`src/rtl/uart_mv_pkg.sv`:
```
package uart_mv_pkg;
  typedef enum logic [1:0] {
    RX_IDLE  = 2'd0,
    RX_START = 2'd1,
    RX_DATA  = 2'd2,
    RX_STOP  = 2'd3
  } rx_state_t;
endpackage

```
`src/rtl/uart_mv_div.sv`:
```
// Free-running divider: hit pulses on the last count of each period.
module uart_mv_div #(
  parameter int W = 7
) (
  input  logic         clk,
  input  logic         rst,
  input  logic         load,
  input  logic [W-1:0] preset,
  input  logic [W-1:0] lim,
  output logic         hit
);
  logic [W-1:0] cnt;

  assign hit = (cnt == lim - W'(1));

  always_ff @(posedge clk) begin
    if (rst)       cnt <= '0;
    else if (load) cnt <= preset;
    else if (hit)  cnt <= '0;
    else           cnt <= cnt + W'(1);
  end
endmodule

```
`src/rtl/uart_mv_vote.sv`:
```
// Majority decision over N samples; a tie resolves to 1.
module uart_mv_vote #(
  parameter int N = 8
) (
  input  logic [N-1:0] win,
  output logic         bit_o
);
  localparam int OW = $clog2(N + 1);
  logic [OW-1:0] ones;

  always_comb begin
    ones = '0;
    for (int i = 0; i < N; i++) ones = ones + OW'(win[i]);
  end

  assign bit_o = (ones >= OW'(N / 2));
endmodule

```
`src/rtl/uart_mv_tx.sv`:
```
module uart_mv_tx #(
  parameter int RATE_MUL = 64,
  parameter int DW       = 8
) (
  input  logic          clk,
  input  logic          rst,
  input  logic          rate2x,
  input  logic          allow,
  input  logic [DW-1:0] data,
  input  logic          valid,
  output logic          ready,
  output logic          txd
);
  localparam int CW   = $clog2(RATE_MUL + 1);
  localparam int IW   = $clog2(DW + 2);
  localparam logic [CW-1:0] BIT1 = CW'(RATE_MUL);
  localparam logic [CW-1:0] BIT2 = CW'(RATE_MUL / 2);
  localparam logic [IW-1:0] LAST = IW'(DW + 1);

  logic          busy;
  logic [DW:0]   sh;
  logic [IW-1:0] idx;
  logic [CW-1:0] lim_q;
  logic          hit;
  logic          accept;

  assign ready  = !busy && allow;
  assign accept = valid && ready;

  uart_mv_div #(.W(CW)) u_div (
    .clk(clk), .rst(rst), .load(accept), .preset('0), .lim(lim_q), .hit(hit)
  );

  always_ff @(posedge clk) begin
    if (rst) begin
      busy  <= 1'b0;
      txd   <= 1'b1;
      sh    <= '1;
      idx   <= '0;
      lim_q <= BIT1;
    end else if (accept) begin
      busy  <= 1'b1;
      txd   <= 1'b0;
      sh    <= {1'b1, data};
      idx   <= '0;
      lim_q <= rate2x ? BIT2 : BIT1;
    end else if (busy && hit) begin
      if (idx == LAST) begin
        busy <= 1'b0;
        txd  <= 1'b1;
      end else begin
        txd <= sh[0];
        sh  <= {1'b1, sh[DW:1]};
        idx <= idx + IW'(1);
      end
    end
  end
endmodule

```
`src/rtl/uart_mv_rx.sv`:
```
module uart_mv_rx
  import uart_mv_pkg::*;
#(
  parameter int RATE_MUL = 64,
  parameter int NS       = 8,
  parameter int DW       = 8
) (
  input  logic          clk,
  input  logic          rst,
  input  logic          rate2x,
  input  logic          rxd,
  input  logic          ready_in,
  output logic [DW-1:0] data,
  output logic          valid,
  output logic          ferr
);
  localparam int TICK1 = RATE_MUL / NS;
  localparam int TICK2 = TICK1 / 2;
  localparam int TW    = $clog2(TICK1 + 1);
  localparam int SW    = $clog2(NS);
  localparam int DIW   = $clog2(DW);
  localparam logic [SW-1:0]  SLAST = SW'(NS - 1);
  localparam logic [DIW-1:0] DLAST = DIW'(DW - 1);

  logic [1:0]    sync;
  logic          rxs;
  rx_state_t     state;
  logic [NS-2:0] win;
  logic [NS-1:0] win_nx;
  logic [SW-1:0] scnt;
  logic [DIW-1:0] idx;
  logic [DW-1:0] shreg;
  logic [TW-1:0] lim_q;
  logic [TW-1:0] preset;
  logic          hit, load, last, vbit;

  assign rxs    = sync[1];
  assign load   = (state == RX_IDLE) && !rxs;
  assign preset = rate2x ? TW'(TICK2 / 2) : TW'(TICK1 / 2);
  assign win_nx = {win, rxs};
  assign last   = hit && (scnt == SLAST) && (state != RX_IDLE);

  uart_mv_div #(.W(TW)) u_div (
    .clk(clk), .rst(rst), .load(load), .preset(preset), .lim(lim_q), .hit(hit)
  );

  uart_mv_vote #(.N(NS)) u_vote (.win(win_nx), .bit_o(vbit));

  always_ff @(posedge clk) begin
    if (rst) sync <= 2'b11;
    else     sync <= {sync[0], rxd};
  end

  always_ff @(posedge clk) begin
    if (rst) begin
      state <= RX_IDLE;
      win   <= '1;
      scnt  <= '0;
      idx   <= '0;
      shreg <= '0;
      lim_q <= TW'(TICK1);
      data  <= '0;
      valid <= 1'b0;
      ferr  <= 1'b0;
    end else begin
      if (valid && ready_in) valid <= 1'b0;
      if (state == RX_IDLE) begin
        if (!rxs) begin
          state <= RX_START;
          scnt  <= '0;
          lim_q <= rate2x ? TW'(TICK2) : TW'(TICK1);
        end
      end else if (hit) begin
        win  <= win_nx[NS-2:0];
        scnt <= (scnt == SLAST) ? '0 : scnt + SW'(1);
        if (last) begin
          unique case (state)
            RX_START: begin
              state <= vbit ? RX_IDLE : RX_DATA;
              idx   <= '0;
            end
            RX_DATA: begin
              shreg <= {vbit, shreg[DW-1:1]};
              if (idx == DLAST) state <= RX_STOP;
              else              idx   <= idx + DIW'(1);
            end
            default: begin
              state <= RX_IDLE;
              if (!valid || ready_in) begin
                data  <= shreg;
                ferr  <= !vbit;
                valid <= 1'b1;
              end
            end
          endcase
        end
      end
    end
  end
endmodule

```
`src/rtl/uart_mv_top.sv`:
```
module uart_mv_top #(
  parameter int RATE_MUL   = 64,
  parameter int RX_SAMPLES = 8,
  parameter int DATA_BITS  = 8
) (
  input  logic                 clk,
  input  logic                 rst,
  input  logic                 tx_rate2x,
  input  logic                 rx_rate2x,
  input  logic [DATA_BITS-1:0] tx_data,
  input  logic                 tx_valid,
  output logic                 tx_ready,
  input  logic                 tx_allow,
  output logic                 txd,
  input  logic                 rxd,
  output logic [DATA_BITS-1:0] rx_data,
  output logic                 rx_valid,
  input  logic                 rx_ready,
  output logic                 rx_frame_err,
  output logic                 rx_clear
);
  uart_mv_tx #(.RATE_MUL(RATE_MUL), .DW(DATA_BITS)) u_tx (
    .clk(clk), .rst(rst), .rate2x(tx_rate2x), .allow(tx_allow),
    .data(tx_data), .valid(tx_valid), .ready(tx_ready), .txd(txd)
  );

  uart_mv_rx #(.RATE_MUL(RATE_MUL), .NS(RX_SAMPLES), .DW(DATA_BITS)) u_rx (
    .clk(clk), .rst(rst), .rate2x(rx_rate2x), .rxd(rxd), .ready_in(rx_ready),
    .data(rx_data), .valid(rx_valid), .ferr(rx_frame_err)
  );

  assign rx_clear = !rx_valid;
endmodule

```
`config.mk`:
```
export PLATFORM = sky130hd
export DESIGN_NAME = uart_mv_top
export DESIGN_NICKNAME = d
export VERILOG_FILES = /design/src/rtl/uart_mv_pkg.sv /design/src/rtl/uart_mv_div.sv /design/src/rtl/uart_mv_vote.sv /design/src/rtl/uart_mv_tx.sv /design/src/rtl/uart_mv_rx.sv /design/src/rtl/uart_mv_top.sv
export SDC_FILE = /design/constraint.sdc
export NUM_CORES = 1
export LEC_CHECK = 0
export BUFFER_PORTS_ARGS = -buffer_cell sky130_fd_sc_hd__buf_2
export CAP_MARGIN = 20
export CELL_PAD_IN_SITES_DETAIL_PLACEMENT = 1
export CELL_PAD_IN_SITES_GLOBAL_PLACEMENT = 2
export CORE_MARGIN = 2
export CORE_UTILIZATION = 40
export DETAILED_ROUTE_END_ITERATION = 10
export GPL_ROUTABILITY_DRIVEN = 0
export PLACE_DENSITY_LB_ADDON = 0.15
export SLEW_MARGIN = 20
export SYNTH_ARGS = -nofsm -noshare
export SYNTH_HDL_FRONTEND = slang
export SYNTH_HIERARCHICAL = 1
export SYNTH_SLANG_ARGS = --single-unit
```
`constraint.sdc`:
```
create_clock -name clk -period 4.9 [get_ports clk]
set_clock_uncertainty 0.2 [all_clocks]
set_input_delay 0.245 -clock clk [delete_from_list [all_inputs] [get_ports clk]]
set_output_delay 0.245 -clock clk [all_outputs]
set_load 0.05 [all_outputs]
```
==> results of run 1 <==
timing repair:
action	4_1_cts	5_1_grt
buffers inserted	0	0
hold buffers	8	0
hold endpoints to repair	11	0
worst reg2reg max path, stage by stage (launching register included):
cell,delay [ns]
sky130_fd_sc_hd__dfxtp_1,0.34
sky130_fd_sc_hd__xnor2_1,0.21
sky130_fd_sc_hd__xnor2_1,0.13
sky130_fd_sc_hd__nor4_4,0.68
sky130_fd_sc_hd__nand3b_4,0.18
sky130_fd_sc_hd__nor3b_2,0.78
sky130_fd_sc_hd__mux2_4,0.35
layer usage:
metal,up-vias,part of all wire [%],global-route usage [%]
li1,1415,-,-
met3,10,2.7,3.92
met5,-,0,0
met2,28,50,29.9
met1,1336,45,19.5
met4,0,1.5,7.14
area by class of cell:
| class | count | area share, % |
|---|---|---|
| clock inverter | 6 | 1.69 |
| clock buffer | 10 | 3.45 |
| sequential | 64 | 32.1 |
| inverter | 20 | 1.94 |
| tap | 105 | 3.29 |
| multi-input combinational | 315 | 51.8 |
| timing repair buffer | 37 | 5.70 |
power by group:
group          total [mW]  switching [mW]  internal (mW)
logic               0.119          0.0647         0.0544
clock network       0.466           0.216          0.250
registers           0.555          0.0178          0.537
total                1.14           0.298          0.842
through the flow:
step,power (mW),hold WS [ns]
after floorplan,0.654,0.147
after global placement,0.678,0.198
after detailed placement,0.681,0.204
after CTS,1.16,0.0206
after global routing,1.19,0.0588
final,1.14,0.0406
worst paths after layout:
check                                        from            to  cells past startpoint
worst max-delay path            u_rx/u_div/cnt[3]     u_rx/ferr                      6
worst min-delay path                   tx_data[3]    u_tx/sh[3]                      3
worst max register to register  u_rx/u_div/cnt[3]     u_rx/ferr                      6
worst min register to register       u_rx/sync[0]  u_rx/sync[1]                      1
kinds of logic after synthesis:
kind of cell	count (synthesis)	synth area share, %
other cells	2	0.222
simple gates	161	27.0
mux	11	3.40
compound gates	71	13.7
flops	64	37.8
buf+inv	33	4.36
xor+xnor	21	5.84
fa+ha+maj	19	7.68
flip-flops by register name, indices dropped and copies added (netlist names), 3 cells and up:
signal	count
u_rx/u_div/cnt	4
u_rx/shreg	8
u_tx/u_div/cnt	7
u_rx/data	8
u_rx/win	7
u_rx/idx	3
u_tx/idx	4
u_rx/scnt	3
u_tx/sh	8
layout by cell type, fill, tap and decap left out, drive strengths merged, types with 5 or more instances in the layout:
cell type,n
nand2,64
dfxtp,64
conb,32
buf,29
a21oi,24
inv,21
nand2b,19
o21ai,18
ha,16
xnor2,14
nor2,13
nand3b,11
nor3,11
clkbuf,10
mux2i,10
nand3,10
dlygate4sd3,8
nor2b,6
xor2,6
a21o,6
a211oi,5
or3,5
==> Implementation_results.wiki, run 1 <==
{| class="wikitable"
! Metric !! Value
|-
| Status || complete, no violations
|-
| Proportion of netlist area held by the largest area contributor || 37.8%
|-
| Die Span X || 96.0 um
|-
| Filler cell count in the final layout || 1,011
|-
| Resized Gates After CTS || 0
|-
| Slowest stage delay, CP || 0.78 ns
|-
| Cell area power density || 285 nW/um^2
|-
| Pre-Repair DR Iteration Count || 4
|-
| Num CTS Buffers || 9
|-
| # nets final || 482
|-
| Final standard cell area without fillers || 3990 um^2
|-
| Final setup viols || 0
|-
| TritonCTS clock tree || done
|-
| Mean routed wirelength per cell || 12.9 um
|-
| Final wirelength || 7210 um
|-
| Violation count after the first detailed-route iteration || 61
|-
| Slew of the pin with the lowest slew margin || 0.930 ns
|-
| Slowest CP cell || sky130_fd_sc_hd__nor3b_2
|-
| Number of failing hold endpoints at the final stage || 0
|-
| Starting utilization of the core area || 41.2%
|-
| Hold Crit Class || input pin to flop
|-
| Maximum vdd ir drop || 0.000151 V
|-
| HPWL reported at the end of detailed placement || 5070 um
|-
| Min Tclk post-route || 2.98 ns
|-
| Setup ws final || 1.92 ns
|-
| Cell taking the most area after synthesis || sky130_fd_sc_hd__dfxtp_1
|-
| Leakage power || 1.65 nW
|-
| Setup repair after global routing missed its margin || false
|-
| Sort of element at the start of the critical path || flop
|-
| Overall global routing resource usage || 17.0%
|-
| Vertical die dimension || 96.0 um
|-
| Initial antenna violation count || 0
|-
| Final core area utilization || 48.6%
|-
| Core Box Area || 8220 um^2
|-
| Buffers on Ports || 28
|-
| Worst-Skew Late Latency || 0.34 ns
|-
| Maximum capacitance violations || 0
|-
| Maximum number of buffers from clock root to sink || 2
|-
| Cell type with the highest occurrence count on the critical path || sky130_fd_sc_hd__xnor2_1
|-
| Final cell count without fillers || 557
|-
| Post-synth EDFFs || 0
|-
| Critical setup path kind || flop to flop
|-
| Required @ worst endpoint || 4.93 ns
|-
| Max frequency || 336 MHz
|-
| Critical path buffer and inverter count || 0
|-
| Synth Warn # || 6
|-
| Cell type group with the largest total delay on the critical path || simple AND/OR/NAND/NOR gates
|-
| Overflow left after global routing || 0
|-
| Syn-to-layout area delta || 17.9%
|-
| Number of diodes || 0
|-
| Post-synthesis register bit count || 64
|-
| Floorplan row count || 33
|-
| List of most frequent post-synthesis cells || 64 x sky130_fd_sc_hd__dfxtp_1, 64 x sky130_fd_sc_hd__nand2_1, 24 x sky130_fd_sc_hd__a21oi_1
|-
| Placement Setup Slack || 1.92 ns
|-
| Crit-path max FO || 11
|-
| Multi-input gate area || 2070 um^2
|-
| Number of design rule violations left after detail routing || 0
|-
| Clock slew at the register clock pins of the worst setup and hold paths || 0.08 ns
|-
| I/O pin total || 29
|-
| Instance count of the mapped netlist || 382
|-
| Share of synthesized flip-flops with an asynchronous set or reset || 0%
|-
| Share of the yosys chip area belonging to registers || 37.8%
|-
| Number of global-route vias before repair || 2,741
|-
| Largest cells by area after synthesis || sky130_fd_sc_hd__dfxtp_1 38%, sky130_fd_sc_hd__nand2_1 7.1%, sky130_fd_sc_hd__ha_1 5.9%
|-
| Register-to-register setup slack || 1.92 ns
|-
| Storage element area || 1280 um^2
|-
| TritonCTS Sinks || 64
|-
| First-pass GRT wire length || 12,200 um
|-
| Setup TNS || 0 ns
|-
| Critical path data arrival time || 3.01 ns
|-
| Synthesized area || 3390 um^2
|-
| Die footprint || 9220 um^2
|-
| Kind of capture point of the worst setup path || flop
|-
| Residual antenna-violating net count after detailed routing || 0
|-
| Most frequently used flop master after synthesis || sky130_fd_sc_hd__dfxtp_1
|-
| Ratio of cells with drive above 1 in the final layout || 13.7%
|-
| Number of vias per cell after detailed routing || 5.01
|-
| Largest net degree at the start of global routing || 72
|-
| Post-synthesis average cell area || 8.87 um^2
|-
| Relative max-transition margin || 37.8%
|-
| Crit share post-route || 60.8%
|-
| Placed cell count || 533
|-
| Post-Place Cell Area || 3710 um^2
|-
| Total count of max-transition violations in the final report || 0
|-
| Series of cell instances along the critical path || xnor2_1 -> xnor2_1 -> nor4_4 -> nand3b_4 -> nor3b_2 -> mux2_4
|-
| H-tree levels || 3
|-
| Via count || 2,789
|-
| CTS Root Cell || sky130_fd_sc_hd__clkbuf_8
|-
| Distinct cell type count after synthesis || 57
|}
(Power assumes the default switching activity.)
==> inputs of run 2 (changes only) <==
--- a/config.mk
+++ b/config.mk
@@ -10,7 +10,7 @@
 export CELL_PAD_IN_SITES_DETAIL_PLACEMENT = 1
 export CELL_PAD_IN_SITES_GLOBAL_PLACEMENT = 2
 export CORE_MARGIN = 2
-export CORE_UTILIZATION = 40
+export CORE_UTILIZATION = 33
 export DETAILED_ROUTE_END_ITERATION = 10
 export GPL_ROUTABILITY_DRIVEN = 0
 export PLACE_DENSITY_LB_ADDON = 0.15
==> constraint.sdc (replaced) <==
create_clock -name clk -period 2.7 [get_ports clk]
set_clock_uncertainty 0.2 [all_clocks]
set_input_delay 0.135 -clock clk [delete_from_list [all_inputs] [get_ports clk]]
set_output_delay 0.135 -clock clk [all_outputs]
set_load 0.05 [all_outputs]
==> run 2 against run 1 <==
Design area increased by 4.6%. Cell count increased by 8.1%. Via count increased by 1.1%. Core utilization decreased by 6.3 points. Register-to-register slack got worse by 1.7 ns. Largest cell class unchanged. Combinational power increased by 99%. Global-route usage decreased by 2.0 points.
==> Implementation_results.wiki, run 2 (synthesized netlist as in run 1, its figures left out) <==
{| class="wikitable"
! Metric !! Value
|-
| Status || complete, no violations
|-
| Maximum vdd ir drop || 0.000209 V
|-
| Final cell count without fillers || 602
|-
| Final standard cell area without fillers || 4180 um^2
|-
| Hold WS || 0.0405 ns
|-
| TritonCTS clock tree || done
|-
| HPWL reported at the end of detailed placement || 5410 um
|-
| Sort of element at the start of the critical path || flop
|-
| Total count of max-transition violations in the final report || 0
|-
| First-pass GRT wire length || 13,500 um
|-
| # nets final || 499
|-
| CTS Root Cell || sky130_fd_sc_hd__clkbuf_8
|-
| Number of diodes || 0
|-
| Internal || 1.56 mW
|-
| Required @ worst endpoint || 2.77 ns
|-
| Post-Place Cell Area || 3830 um^2
|-
| Clock slew at the register clock pins of the worst setup and hold paths || 0.08 ns
|-
| Most common library cell in the layout ignoring fill and taps || sky130_fd_sc_hd__dfxtp_1
|-
| Commonest cells after routing, fill and taps aside || 64 x sky130_fd_sc_hd__dfxtp_1, 63 x sky130_fd_sc_hd__nand2_1, 32 x sky130_fd_sc_hd__conb_1, 28 x sky130_fd_sc_hd__buf_2, 24 x sky130_fd_sc_hd__a21oi_1
|-
| Maximum number of buffers from clock root to sink || 2
|-
| Residual antenna-violating net count after detailed routing || 0
|-
| Syn-to-layout area delta || 23.3%
|-
| Core Box Area || 9860 um^2
|-
| Crit share post-route || 92.2%
|-
| Maximum capacitance violations || 0
|-
| Largest net degree at the start of global routing || 33
|-
| Floorplan row count || 36
|-
| Buffers on Ports || 28
|-
| Number of design rule violations left after detail routing || 0
|-
| Final core area utilization || 42.4%
|-
| Critical setup path kind || flop to flop
|-
| Vertical die dimension || 105 um
|-
| Num CTS Buffers || 9
|-
| Filler cell count in the final layout || 1,209
|-
| Overflow left after global routing || 0
|-
| Final wirelength || 7690 um
|-
| Overall global routing resource usage || 14.9%
|-
| Kind of capture point of the worst setup path || flop
|-
| Crit-path max FO || 8
|-
| Pre-Repair DR Iteration Count || 4
|-
| Die Span X || 105 um
|-
| Number of global-route vias before repair || 2,902
|-
| Regs by FF count || u_rx/data (8), u_rx/shreg (8), u_tx/sh (8)
|-
| Register-to-register setup slack || 0.21 ns
|-
| Relative max-transition margin || 59.4%
|-
| Setup repair after global routing missed its margin || false
|-
| Die footprint || 11,100 um^2
|-
| Setup TNS || 0 ns
|-
| I/O pin total || 29
|-
| Hold Crit Class || input pin to flop
|-
| Ratio of cells with drive above 1 in the final layout || 16.0%
|-
| Critical path data arrival time || 2.56 ns
|-
| Starting utilization of the core area || 34.3%
|-
| Total net switching power || 542 uW
|-
| Worst setup path end || u_tx/idx[2]
|-
| Mean routed wirelength per cell || 12.8 um
|-
| Violation count after the first detailed-route iteration || 69
|-
| Slew of the pin with the lowest slew margin || 0.609 ns
|-
| Clock network fraction of design power || 40.9%
|-
| Timing startpoint of the critical path || u_tx/u_div/cnt[6]
|-
| Number of setup buffers added after CTS || 0
|-
| Final setup viols || 0
|-
| Initial antenna violation count || 0
|-
| Number of failing hold endpoints at the final stage || 0
|-
| Crit Reg-Reg Endpoint || u_tx/idx[2]
|-
| Max frequency || 402 MHz
|-
| Worst reg2reg startpoint || u_tx/u_div/cnt[6]
|-
| Placed cell count || 572
|-
| Sequential Power Share || 47.8%
|-
| Worst-Skew Late Latency || 0.34 ns
|-
| Placement Setup Slack || 0.0516 ns
|-
| Leakage power || 1.74 nW
|-
| Number of cells on the worst reg-to-reg path || 7
|-
| H-tree levels || 3
|-
| Setup ws final || 0.210 ns
|-
| Cell area power density || 503 nW/um^2
|-
| Via count || 2,820
|-
| Combinational cell fraction of total power || 11.3%
|-
| Net Sw Frac || 25.8%
|-
| Number of vias per cell after detailed routing || 4.68
|-
| Power after layout || 2.10 mW
|-
| TritonCTS Sinks || 64
|-
| Min Tclk post-route || 2.49 ns
|}
run 2: worst min path at each step:
stage	startpoint	to	cells after the start
2_1_floorplan	rst	u_rx/u_div/cnt[0]	1
3_3_place_gp	rxd	u_rx/sync[0]	2
3_5_place_dp	rxd	u_rx/sync[0]	2
4_1_cts	tx_allow	u_tx/sh[7]	4
5_1_grt	tx_allow	u_tx/sh[7]	4
6_report	tx_allow	u_tx/sh[7]	4
run 2: final cells by class:
class                      instances  area, um^2  share of cell area [%]
clock inverter                     5        55.1                    1.32
clock buffer                      11         151                    3.62
sequential                        64        1280                    30.7
timing repair buffer              54         370                    8.86
multi-input combinational        315        2080                    49.7
tap                              133         166                    3.98
inverter                          20        77.6                    1.86
run 2: metal layers:
metal	vias up	global-route usage (%)	wire (um)
met2	25	24.9	3660
met3	8	3.53	174
met5	-	0	0
met4	0	5.14	82
met1	1339	18.9	3770
li1	1448	-	-
run 2: power by group through the flow:
stage / logic [mW] / registers (mW) / clock network, mW
finish: 0.237 / 1.01 / 0.860
global route: 0.268 / 1.01 / 0.931
CTS: 0.237 / 1.01 / 0.897
detailed placement: 0.219 / 1.03 / 0
global placement: 0.215 / 1.03 / 0
floorplan: 0.163 / 1.02 / 0
run 2: repair_timing:
| action | in CTS | in global routing |
|---|---|---|
| endpoints found under the setup margin | 0 | 6 |
| resized for setup | 0 | 4 |
| hold buffers | 14 | 0 |
| endpoints found under the hold margin | 17 | 0 |
run 2: worst max-delay path, stage by stage (launching register included):
cell and delay, ns:
sky130_fd_sc_hd__dfxtp_1 0.36, sky130_fd_sc_hd__xnor3_1 0.38, sky130_fd_sc_hd__and3_1 0.17, sky130_fd_sc_hd__o21ai_1 0.09
sky130_fd_sc_hd__a2111oi_4 0.41, sky130_fd_sc_hd__nand2_2 0.18, sky130_fd_sc_hd__or4_1 0.49, sky130_fd_sc_hd__a21oi_1 0.14
